--- config.mk ---
export PLATFORM = sky130hd
export DESIGN_NAME = flash_toggle_poller
export DESIGN_NICKNAME = d
export VERILOG_FILES = /design/src/rtl/ftp_pkg.sv /design/src/rtl/ftp_pair_eval.sv /design/src/rtl/ftp_pair_limit.sv /design/src/rtl/flash_toggle_poller.sv
export SDC_FILE = /design/constraint.sdc
export NUM_CORES = 1
export LEC_CHECK = 0
export ABC_CLOCK_PERIOD_IN_PS = 5600
export BUFFER_PORTS_ARGS = -buffer_cell sky130_fd_sc_hd__buf_4
export CORE_ASPECT_RATIO = 1.1
export CORE_MARGIN = 4
export CORE_UTILIZATION = 45
export DETAILED_ROUTE_END_ITERATION = 8
export HOLD_SLACK_MARGIN = 0.05
export PLACE_DENSITY = 0.86
export SYNTH_ARGS = -nofsm -noshare
export SYNTH_HDL_FRONTEND = slang
export SYNTH_SLANG_ARGS = --single-unit
--- constraint.sdc ---
create_clock -name clk -period 5.6 [get_ports clk]
set_input_delay 1.12 -clock clk [delete_from_list [all_inputs] [get_ports clk]]
set_output_delay 1.12 -clock clk [all_outputs]
set_load 0.005 [all_outputs]
--- src/rtl/ftp_pkg.sv ---
package ftp_pkg;

    typedef enum logic [1:0] {
        ST_IDLE      = 2'd0,
        ST_RD_FIRST  = 2'd1,
        ST_RD_SECOND = 2'd2,
        ST_RST_WR    = 2'd3
    } ftp_state_e;

    typedef struct packed {
        ftp_state_e st;
        logic       ref_tog;   // toggle bit from the first read of a pair
        logic       confirm;   // a timeout-triggered confirming pair is running
        logic       done;
        logic       pass;
        logic       fail;
    } ftp_regs_t;

endpackage

--- src/rtl/ftp_pair_eval.sv ---
// Pulls the toggle and timeout bits out of a status word and compares the toggle bit
// with the stored reference value.
module ftp_pair_eval #(
    parameter int DATA_W  = 16,
    parameter int TOG_BIT = 6,
    parameter int TMO_BIT = 5
) (
    input  logic [DATA_W-1:0] word,
    input  logic              ref_tog,
    output logic              tog_now,
    output logic              steady,
    output logic              timed_out
);
    localparam logic [DATA_W-1:0] KEEP_MASK =
        (DATA_W'(1) << TOG_BIT) | (DATA_W'(1) << TMO_BIT);

    // Bits that carry no status are dropped on purpose.
    logic [DATA_W-1:0] unused_bits;
    assign unused_bits = word & ~KEEP_MASK;

    assign tog_now   = word[TOG_BIT];
    assign timed_out = word[TMO_BIT];
    assign steady    = (word[TOG_BIT] == ref_tog);
endmodule

--- src/rtl/ftp_pair_limit.sv ---
// Counts consecutive toggling pairs that show no timeout; expire is raised on the
// bump that reaches the limit. MAX_PAIRS = 0 disables the limit.
module ftp_pair_limit #(
    parameter int MAX_PAIRS = 8
) (
    input  logic clk,
    input  logic rst_n,
    input  logic clr,
    input  logic bump,
    output logic expire
);
    localparam int CW = (MAX_PAIRS > 1) ? $clog2(MAX_PAIRS + 1) : 1;
    localparam logic [CW-1:0] LAST = CW'(MAX_PAIRS - 1);

    logic [CW-1:0] cnt_d, cnt_q;

    always_comb begin
        cnt_d = cnt_q;
        if (clr)       cnt_d = '0;
        else if (bump) cnt_d = cnt_q + CW'(1);
    end

    always_ff @(posedge clk) begin
        if (!rst_n) cnt_q <= '0;
        else        cnt_q <= cnt_d;
    end

    generate
        if (MAX_PAIRS == 0) begin : g_unlimited
            logic unused_cnt;
            assign unused_cnt = ^{cnt_q, LAST};
            assign expire     = 1'b0;
        end else begin : g_limited
            assign expire = bump && (cnt_q == LAST);
        end
    endgenerate
endmodule

--- src/rtl/flash_toggle_poller.sv ---
module flash_toggle_poller
    import ftp_pkg::*;
#(
    parameter int              DATA_W    = 16,
    parameter int              TOG_BIT   = 6,
    parameter int              TMO_BIT   = 5,
    parameter int              MAX_PAIRS = 8,
    parameter logic [DATA_W-1:0] RST_CMD = DATA_W'(16'h00F0)
) (
    input  logic              clk,
    input  logic              rst_n,
    input  logic              start,
    input  logic              abort,
    output logic              rd_req,
    input  logic              rd_ack,
    input  logic [DATA_W-1:0] rd_data,
    output logic              wr_req,
    input  logic              wr_ack,
    output logic [DATA_W-1:0] wr_data,
    output logic              busy,
    output logic              done,
    output logic              pass,
    output logic              fail
);
    ftp_regs_t r_d, r_q;

    logic tog_now, steady, timed_out;
    logic cnt_clr, cnt_bump, cnt_expire;

    ftp_pair_eval #(
        .DATA_W (DATA_W),
        .TOG_BIT(TOG_BIT),
        .TMO_BIT(TMO_BIT)
    ) u_eval (
        .word     (rd_data),
        .ref_tog  (r_q.ref_tog),
        .tog_now  (tog_now),
        .steady   (steady),
        .timed_out(timed_out)
    );

    ftp_pair_limit #(
        .MAX_PAIRS(MAX_PAIRS)
    ) u_limit (
        .clk   (clk),
        .rst_n (rst_n),
        .clr   (cnt_clr),
        .bump  (cnt_bump),
        .expire(cnt_expire)
    );

    always_comb begin
        r_d      = r_q;
        r_d.done = 1'b0;
        r_d.pass = 1'b0;
        r_d.fail = 1'b0;
        cnt_clr  = 1'b0;
        cnt_bump = 1'b0;

        if (abort) begin
            r_d.st      = ST_IDLE;
            r_d.ref_tog = 1'b0;
            r_d.confirm = 1'b0;
            cnt_clr     = 1'b1;
        end else begin
            unique case (r_q.st)
                ST_IDLE: begin
                    if (start) begin
                        r_d.st      = ST_RD_FIRST;
                        r_d.confirm = 1'b0;
                        cnt_clr     = 1'b1;
                    end
                end
                ST_RD_FIRST: begin
                    if (rd_ack) begin
                        r_d.ref_tog = tog_now;
                        r_d.st      = ST_RD_SECOND;
                    end
                end
                ST_RD_SECOND: begin
                    if (rd_ack) begin
                        if (steady) begin
                            r_d.st   = ST_IDLE;
                            r_d.done = 1'b1;
                            r_d.pass = 1'b1;
                        end else if (r_q.confirm) begin
                            r_d.st = ST_RST_WR;
                        end else if (timed_out) begin
                            r_d.confirm = 1'b1;
                            r_d.st      = ST_RD_FIRST;
                        end else begin
                            cnt_bump = 1'b1;
                            r_d.st   = cnt_expire ? ST_RST_WR : ST_RD_FIRST;
                        end
                    end
                end
                ST_RST_WR: begin
                    if (wr_ack) begin
                        r_d.st      = ST_IDLE;
                        r_d.confirm = 1'b0;
                        r_d.done    = 1'b1;
                        r_d.fail    = 1'b1;
                    end
                end
                default: r_d.st = ST_IDLE;
            endcase
        end
    end

    always_ff @(posedge clk) begin
        if (!rst_n) begin
            r_q.st      <= ST_IDLE;
            r_q.ref_tog <= 1'b0;
            r_q.confirm <= 1'b0;
            r_q.done    <= 1'b0;
            r_q.pass    <= 1'b0;
            r_q.fail    <= 1'b0;
        end else begin
            r_q <= r_d;
        end
    end

    assign rd_req  = (r_q.st == ST_RD_FIRST) || (r_q.st == ST_RD_SECOND);
    assign wr_req  = (r_q.st == ST_RST_WR);
    assign wr_data = RST_CMD;
    assign busy    = (r_q.st != ST_IDLE);
    assign done    = r_q.done;
    assign pass    = r_q.pass;
    assign fail    = r_q.fail;
endmodule

# After elaboration in Yosys (flattened, before gate mapping)
# Index checks and enable logic that the tools add are counted.
[op_classes] n_reduce_logical=12 eq_ne=10 add_sub_neg=1 n_bitwise=4 muxes=28
[op_table] cell="$mux W2" count=9
[op_table] cell="$mux W1" count=14
[op_table] cell="$ne A2 B2 Y1 const B" count=4
[op_table] cell="$pmux W2 S4" count=1
[op_table] cell="$mux W3" count=2
[op_table] cell="$reduce_and A5 Y1" count=1
[op_table] cell="$add A4 B1 Y4 const B" count=1
[op_table] cell="$eq A2 B2 Y1 const B" count=2
[op_table] cell="$eq A4 B3 Y1 const B" count=1
[op_table] cell="$not A1 Y1" count=4
[op_table] cell="$reduce_and A4 Y1" count=1
[op_table] cell="$reduce_or A2 Y1" count=2
[op_table] cell="$reduce_or A4 Y1" count=1
[op_table] cell="$pmux W1 S3" count=1
[op_table] cell="$reduce_bool A3 Y1" count=1
[op_table] cell="$reduce_or A3 Y1" count=1
[op_table] cell="$eq A2 B1 Y1 const B" count=1
[op_table] cell="$logic_not A2 Y1" count=1
[op_table] cell="$ne A2 B1 Y1 const B" count=1
[op_table] cell="$pmux W1 S2" count=1
[op_table] cell="$reduce_and A2 Y1" count=1
[op_table] cell="$reduce_bool A2 Y1" count=1
[op_table] cell="$eq A1 B1 Y1" count=1
[op_table] cell="$logic_and A1 B1 Y1" count=1
[op_table] cell="$logic_or A1 B1 Y1" count=1
[totals] wordCells=62 regBits=11 input_bits=22 out_inout_bits=22

# Logic depth before layout (Yosys ltp)
# Gate-level depths: netlist of run 1.
[depth] depth_word=13 ltp_mapped=6 mapped_depth_nobuf=6

# By module
# A second synthesis of run 1 with hierarchy kept.
[unflattened] cells_unflattened=89 area_unflattened_um2=755.7
[modules_own_cells] module="flash_toggle_poller" cells_per_inst=67 seq_area_each_um2=140.1 instances=1 area_each_um2=534.3
[modules_own_cells] module="ftp_pair_limit" cells_per_inst=19 seq_area_each_um2=80.1 instances=1 area_each_um2=197.7
[modules_own_cells] module="ftp_pair_eval" cells_per_inst=3 seq_area_each_um2=0.0 instances=1 area_each_um2=23.8

# Worst setup path after synthesis of run 1
# OpenSTA, ideal clock, no wires.
[synth_path] path_kind="input port to flip-flop" start="in rd_ack" end="reg r_q[5] in the netlist's numbering" path_buffers=0 setup_slack_ps=3504 setup_time_ps=125 cell_stages=4 t_required_ps=5475 arrival_ps=1971 cell_sequence="nor2b_1 -> or4_4 -> a211oi_1 -> a211oi_1"
[synth_between] elab_chain_cells=2 elab_cells_between_ends=3 classes_between="2 x eq/ne; 1 x reduce/logical"
[synth_lines] element="from (decl)" line_no="flash_toggle_poller.sv:15" source="input logic rd_ack,"
[synth_lines] element="$ne A2 B2 Y1 (no source line)"
[synth_lines] element="$reduce_and A4 Y1 (no source line) (*)"
[synth_lines] element="to (signal assigned)" line_no="flash_toggle_poller.sv:119" source="r_q <= r_d;"
[synth_lines] element="to (decl)" line_no="flash_toggle_poller.sv:25" source="ftp_regs_t r_d, r_q;"
# Every way passes the cells marked *; elsewhere a longest branch is shown, timed or not.
# A chain may end at the register's enable or synchronous reset.

# Worst setup path in the final report of run 1
[layout_path] start="reg r_q[5] in the netlist's numbering" end="out rd_req"
[layout_between] elab_chain_cells=2 elab_cells_between_ends=3 classes_between="2 x eq/ne; 1 x reduce/logical"
[layout_lines] element="$eq A2 B1 Y1 or $eq A2 B2 Y1 (tied branches)" line_no="flash_toggle_poller.sv:123" source="assign rd_req = (r_q.st == ST_RD_FIRST) || (r_q.st == ST_RD_SECOND);"
[layout_lines] element="$logic_or A1 B1 Y1 (*)" line_no="flash_toggle_poller.sv:123"
[layout_lines] element="to (decl)" line_no="flash_toggle_poller.sv:14" source="output logic rd_req,"
# Marked as above.

==> results of run 1 <==
[worst paths after layout]
| kind | start | end | slack, ps | cells past startpoint |
|---|---|---|---|---|
| worst min-delay path | r_q[4] | r_q[4] | 500 | 2 |
| worst max-delay path | r_q[5] | rd_req | 3290 | 3 |
| worst min register to register | r_q[4] | r_q[4] | 500 | 2 |
| worst max register to register | r_q[5] | r_q[5] | 3630 | 6 |
[stage by stage]
step / total power [uW] / worst slack (ps) / hold WS [ps]
6_report: 154 / 3290 / 501
4_1_cts: 155 / 3280 / 503
2_1_floorplan: 101 / 3500 / 473
5_1_grt: 162 / 3230 / 546
3_5_place_dp: 102 / 3270 / 494
3_3_place_gp: 101 / 3250 / 481
[cells in the final DEF (no fill, tap or decap), drive strengths merged, types with 2 or more instances in the layout]
master and instances:
buf 13, nand3 3, a211oi 2, nor2b 5
a21oi 2, nand2 6, dfxtp 11, nor2 4
xnor2 4, inv 4, ha 7, clkbuf 4
nor3 3, conb 16
[metal layers]
layer	global-route usage, %	vias up	part of all wire, %
met5	0	-	0
met4	8.53	0	3.7
met3	3.64	7	10
met2	20.4	33	46
met1	14.9	247	39
li1	-	280	-
[power breakdown]
part | internal, uW | switching, uW | total [uW]
registers | 78.9 | 0.800 | 79.7
logic | 8.92 | 11.9 | 20.8
clock network | 27.6 | 25.6 | 53.2
total | 115 | 38.2 | 154
[final cells by class]
class | instances | area, sq um
flip-flops and latches | 11 | 220
repair buffers | 13 | 97.6
fillers | 132 | 636
well taps | 16 | 20.0
clock buffers | 4 | 26.3
inverters | 4 | 15.0
multi-input cells | 66 | 422
[state kept, by name (all words and copies together), names as in the netlist]
register       count
u_limit.cnt_q      4
pass               1
fail               1
done               1
r_q                4
[kinds of logic after synthesis]
family,Yosys count
other,2
xor gates and xnor gates,5
and+or+nand+nor,28
AOI/OAI and AO/OA,9
muxes,1
adders and majority gates,7
DFF,11
buffers and inverters,20
[critical path: stages (launching register included)]
cell and delay, ps:
dfxtp_1 380, inv_1 110, ha_1 300, buf_4 130
==> impl_metrics.py, run 1 <==
metrics = {
    "cells_and_area": {
        "final_core_util_pct": 55.7,
        "final_layout_size_suffix_gt1_share_pct": 17.3,
        "syn2layout_area_growth_pct": 10.5,
        "stdcell_count": 114,
        "finish.net_count": 128,
        "final_cell_area_sq_um": 801,
        "num_antenna_cells": 0,
    },
    "clock_tree": {
        "post_cts_resize_count": 0,
        "post-cts-setup-buffers": 0,
        "cts_num_sinks": 11,
        "cts-buffers-inserted": 3,
        "cts-root-buf": "clkbuf_4",
        "max-clock-path-buffers": 2,
        "cts.clk_slew.worst_paths_ps": 60,
        "cts_max_level": 1,
        "clock_latency_ps": 270,
        "cts_hold_buf": 0,
        "cts_tree": "done",
    },
    "timing": {
        "timing.fmax_ghz": 0.434,
        "setup_total_negative_slack_ps": 0,
        "period_needed_ps": 2310,
        "hold_violations": 0,
        "total_of_endpoints_with_negative_setup_slack_in_the_final_report": 0,
        "clock_skew_ps": 3.55,
        "grt_setup_unrepaired": "false",
        "final.period_utilization_pct": 41.2,
        "slew_violations": 0,
    },
    "detailed_routing": {
        "detail_route.drc_violations": 0,
        "wirelength_um": 1290,
        "drt_iter0_markers": 10,
        "drt_pass1_iterations": 4,
        "final_antenna_net_count": 0,
        "routed_wire_length_per_instance_um": 11.4,
        "via_per_inst": 4.97,
        "num_vias": 567,
    },
    "synthesis": {
        "synth_top_cells_by_area": "dfxtp_1, buf_4, ha_1, xnor2_1, nor2b_1",
        "netlist_top_cells_count": "buf_4, dfxtp_1, ha_1",
        "synth-edff-count": 0,
        "post_synth_fa_ha_maj_area_fraction_pct": 12.1,
        "yosys.area_share.simple_pct": 21.4,
        "synth.yosys.seq_area_share_pct": 30.4,
        "postSynth.asyncResetShare_pct": 0,
        "yosysUniqueCellTypes": 27,
        "flip_flop_and_latch_count_after_synthesis": 11,
        "synth_xor_xnor_area_share_pct": 6.04,
        "synth.most_common_cell": "buf_4",
        "yosysTopAreaCell": "dfxtp_1",
        "synth-compound-area-share_pct": 8.98,
        "yosysWarnings": 0,
        "muxShareOfSynthArea_pct": 1.38,
        "syn-mean-instance-area_sq_um": 8.73,
        "synth_top_family_by_area": "simple AND/OR/NAND/NOR gates",
        "ys.flop_type": "dfxtp_1",
        "post-synth-top-area-fraction_pct": 30.4,
        "combined_area_of_all_synthesized_cells_sq_um": 724,
        "netlist_instances": 83,
    },
    "floorplan": {
        "fp.dieArea_sq_um": 2320,
        "x_dimension_of_the_die_um": 46.3,
        "initial_utilization_pct": 50.4,
        "area_inside_the_core_boundary_sq_um": 1440,
        "fp-row-count": 14,
        "pin_count": 44,
        "die-height_um": 50.1,
    },
    "power": {
        "power.ir.vdd_worst_mv": 0.0973,
        "power.density_cell_area_nw_per_um2": 192,
        "p_leak_uw": 0.000355,
    },
    "critical_path": {
        "crit_path_start_kind": "flop",
        "arrival_ps": 1190,
        "critical_path_class": "reg2out",
        "critPathRequiredTime_ps": 4480,
        "cp_max_fo": 4,
        "setup.worst_path.end_class": "output port",
    },
    "placement": {
        "placed_cells_incl_taps": 110,
        "io_buffer_count": 13,
        "finalWeightedCongestion": 0.761,
        "detailedPlacementHpwl_um": 1070,
        "place_area_sq_um": 774,
    },
    "outcome": {
        "status": "complete, no violations",
    },
    "grt": {
        "grt_first_pass_wirelength_um": 2170,
        "grt.overflow.total": 0,
        "global_route_usage_sum_pct": 13.1,
        "largest_net_degree_at_the_start_of_global_routing": 8,
        "grt_antenna_before_repair": 0,
        "first_global_vias": 516,
    },
    "min_path": {
        "hp-class": "reg2reg",
    },
    "flow_run": {
        "max_cap_viol_count": 0,
    },
}
(Power assumes the default switching activity.)
==> run 2, diff against run 1 <==
ABC_AREA = 1   (was not set)
ABC_CLOCK_PERIOD_IN_PS = 2100   (was 5600)
CORE_UTILIZATION = 38   (was 45)
PLACE_DENSITY = 0.77   (was 0.86)
clock period = 2.1 ns   (was 5.6 ns; I/O delays follow)
==> run 2 against run 1 <==
Net effect:
- combinational power grew to 2.6 times the previous value
- sequential share of layout area decreased by 1.8 points
- count of clock-buffer cells in the layout unchanged
- first-iteration DRC count rose by 30%
- global-route usage decreased by 3.2 points
- die area up 21%
- via count grew 6.9%
- largest power group unchanged
==> impl_metrics.py, run 2 <==
metrics = {
    "timing": {
        "period_needed_ps": 1620,
        "timing.fmax_ghz": 0.619,
        "worstMarginPinSlew_ps": 521,
        "hold_violations": 0,
        "clock_skew_ps": 3.53,
        "grt_setup_unrepaired": "false",
        "total_of_endpoints_with_negative_setup_slack_in_the_final_report": 0,
        "final.period_utilization_pct": 77.0,
        "final_critical_path_setup_slack_ps": 484,
        "max_slew_margin_pct": 64.9,
        "setup_total_negative_slack_ps": 0,
        "slew_violations": 0,
    },
    "detailed_routing": {
        "detail_route.drc_violations": 0,
        "drt_pass1_iterations": 4,
        "via_per_inst": 4.12,
        "num_vias": 606,
        "drt_iter0_markers": 13,
        "routed_wire_length_per_instance_um": 8.74,
        "final_antenna_net_count": 0,
        "wirelength_um": 1290,
    },
    "critical_path": {
        "slowest_delay_ps": 380,
        "buffers_and_inverters_on_the_worst_path": 2,
        "setup.worst_path.end_class": "output port",
        "arrival_ps": 1200,
        "path_cells": "inv_1, ha_1, buf_4",
        "cp_max_fo": 4,
        "crit_slowest_cell": "dfxtp_1",
        "crit_path_start_kind": "flop",
        "critical_path_class": "reg2out",
        "cpLargestDelayFamily": "flip-flops",
        "critPathRequiredTime_ps": 1680,
    },
    "clock_tree": {
        "cts_num_sinks": 11,
        "max-clock-path-buffers": 2,
        "cts.clk_slew.worst_paths_ps": 70,
        "post-cts-setup-buffers": 0,
        "cts-buffers-inserted": 3,
        "cts_max_level": 1,
        "cts_hold_buf": 0,
        "cts-root-buf": "clkbuf_4",
        "clock_latency_ps": 260,
        "cts_tree": "done",
        "post_cts_resize_count": 0,
    },
    "synthesis": {
        "synth_top_cells_by_area": "dfxtp_1, buf_4, ha_1, nand2_1, inv_1",
        "netlist_top_cells_count": "nand2_1, buf_4, inv_1",
        "yosysWarnings": 0,
        "ys.flop_type": "dfxtp_1",
        "syn-mean-instance-area_sq_um": 7.30,
        "synth.yosys.seq_area_share_pct": 28.7,
        "netlist_instances": 105,
        "combined_area_of_all_synthesized_cells_sq_um": 767,
        "yosysUniqueCellTypes": 23,
        "yosysTopAreaCell": "dfxtp_1",
        "synth.most_common_cell": "nand2_1",
        "synth-edff-count": 0,
        "postSynth.asyncResetShare_pct": 0,
        "flip_flop_and_latch_count_after_synthesis": 11,
        "post-synth-top-area-fraction_pct": 28.7,
    },
    "floorplan": {
        "area_inside_the_core_boundary_sq_um": 1840,
        "initial_utilization_pct": 41.6,
        "die-height_um": 55.1,
        "fp.dieArea_sq_um": 2800,
        "pin_count": 44,
        "fp-row-count": 16,
        "x_dimension_of_the_die_um": 50.8,
    },
    "cells_and_area": {
        "final_core_util_pct": 46.5,
        "final_layout_size_suffix_gt1_share_pct": 18.3,
        "layout_commonest_cell": "nand2_1",
        "commonest_cells_after_routing_fill_and_taps_aside": "nand2_1, conb_1, inv_1",
        "stdcell_count": 147,
        "num_antenna_cells": 0,
        "syn2layout_area_growth_pct": 11.7,
        "reg_top3": "r_q: 4 flops, u_limit.cnt_q: 4 flops",
        "ff_latch_area_sq_um": 220,
        "multi_input_comb_area_sq_um": 423,
        "finish.net_count": 150,
        "filler_cell_count": 207,
    },
    "placement": {
        "dp_slack_ps": 590,
        "finalWeightedCongestion": 0.890,
        "io_buffer_count": 13,
        "placed_cells_incl_taps": 143,
        "detailedPlacementHpwl_um": 1090,
    },
    "flow_run": {
        "max_cap_viol_count": 0,
    },
    "power": {
        "power.ir.vdd_worst_mv": 0.247,
        "p_leak_uw": 0.000399,
        "power.density_cell_area_nw_per_um2": 478,
        "p_clk_share_pct": 34.7,
        "power.share.combinational_pct": 13.4,
        "p_sw_share_pct": 25.3,
        "power.switching_uw": 104,
        "seq_power_share_pct": 51.9,
        "internal_power_uw": 306,
    },
    "outcome": {
        "status": "complete, no violations",
    },
    "grt": {
        "grt_antenna_before_repair": 0,
        "grt.overflow.total": 0,
        "global_route_usage_sum_pct": 9.92,
        "grt_first_pass_wirelength_um": 1990,
        "first_global_vias": 523,
        "largest_net_degree_at_the_start_of_global_routing": 8,
    },
    "min_path": {
        "hp-class": "in2reg",
    },
}
run 2: kinds of logic (layout without fill, tap and decap cells):
family	count (synthesis)	count (layout)	synth area share [%]
compound gates	13	13	9.62
other cells	2	16	0.979
flops	11	11	28.7
buf+inv	31	32	23.0
xor+xnor	2	2	3.26
simple gates	39	39	23.0
fa+ha+maj	7	7	11.4
run 2: metrics by stage:
step                hold slack [ps]  area [sq um]  power [uW]
floorplan                       445           820         272
global placement                454           831         271
detailed placement              475           831         271
CTS                             432           857         419
global route                    451           857         435
finish                          442           857         410
run 2: path summary, 6_finish.rpt:
path	slack, ps	endpoint	start	cells past startpoint
worst max-delay path	480	rd_req	r_q[5]	3
worst min-delay path	440	r_q[4]	rd_data[6]	3
worst max register to register	600	u_limit.cnt_q[2]	r_q[5]	7
worst min register to register	480	r_q[3]	r_q[3]	2
run 2: layout make-up:
| cell class | instances | area share [%] |
|---|---|---|
| Sequential cell | 11 | 25.7 |
| Clock buffer | 4 | 3.07 |
| Multi-Input combinational cell | 77 | 49.3 |
| Timing Repair Buffer | 13 | 11.4 |
| Tap cell | 27 | 3.94 |
| Inverter | 15 | 6.57 |
run 2: layer usage:
layer | share of wire (%) | vias to the layer above | track usage (%) | routed length, um
met5 | 0 | - | 0 | 0
met4 | 2.0 | 0 | 8.07 | 26
met3 | 7.2 | 4 | 2.68 | 92
met2 | 45 | 18 | 15.9 | 575
met1 | 46 | 258 | 11.3 | 591
li1 | - | 326 | - | -
run 2: worst register-to-register path: stages, from the launching register on:
cell and delay [ps]:
dfxtp_1 340, inv_1 140, ha_1 230, nand2_1 90, nor2_1 170, nand2_2 140
nor3_1 210, nor3b_2 60
run 2: power groups by stage:
stage                     Combinational, uW  Clock, uW  Sequential, uW
after floorplan                        54.4          0             217
after global placement                 53.4          0             217
after detailed placement               53.9          0             218
after CTS                              54.2        153             213
after global routing                   63.0        159             213
final                                  54.9        142             213
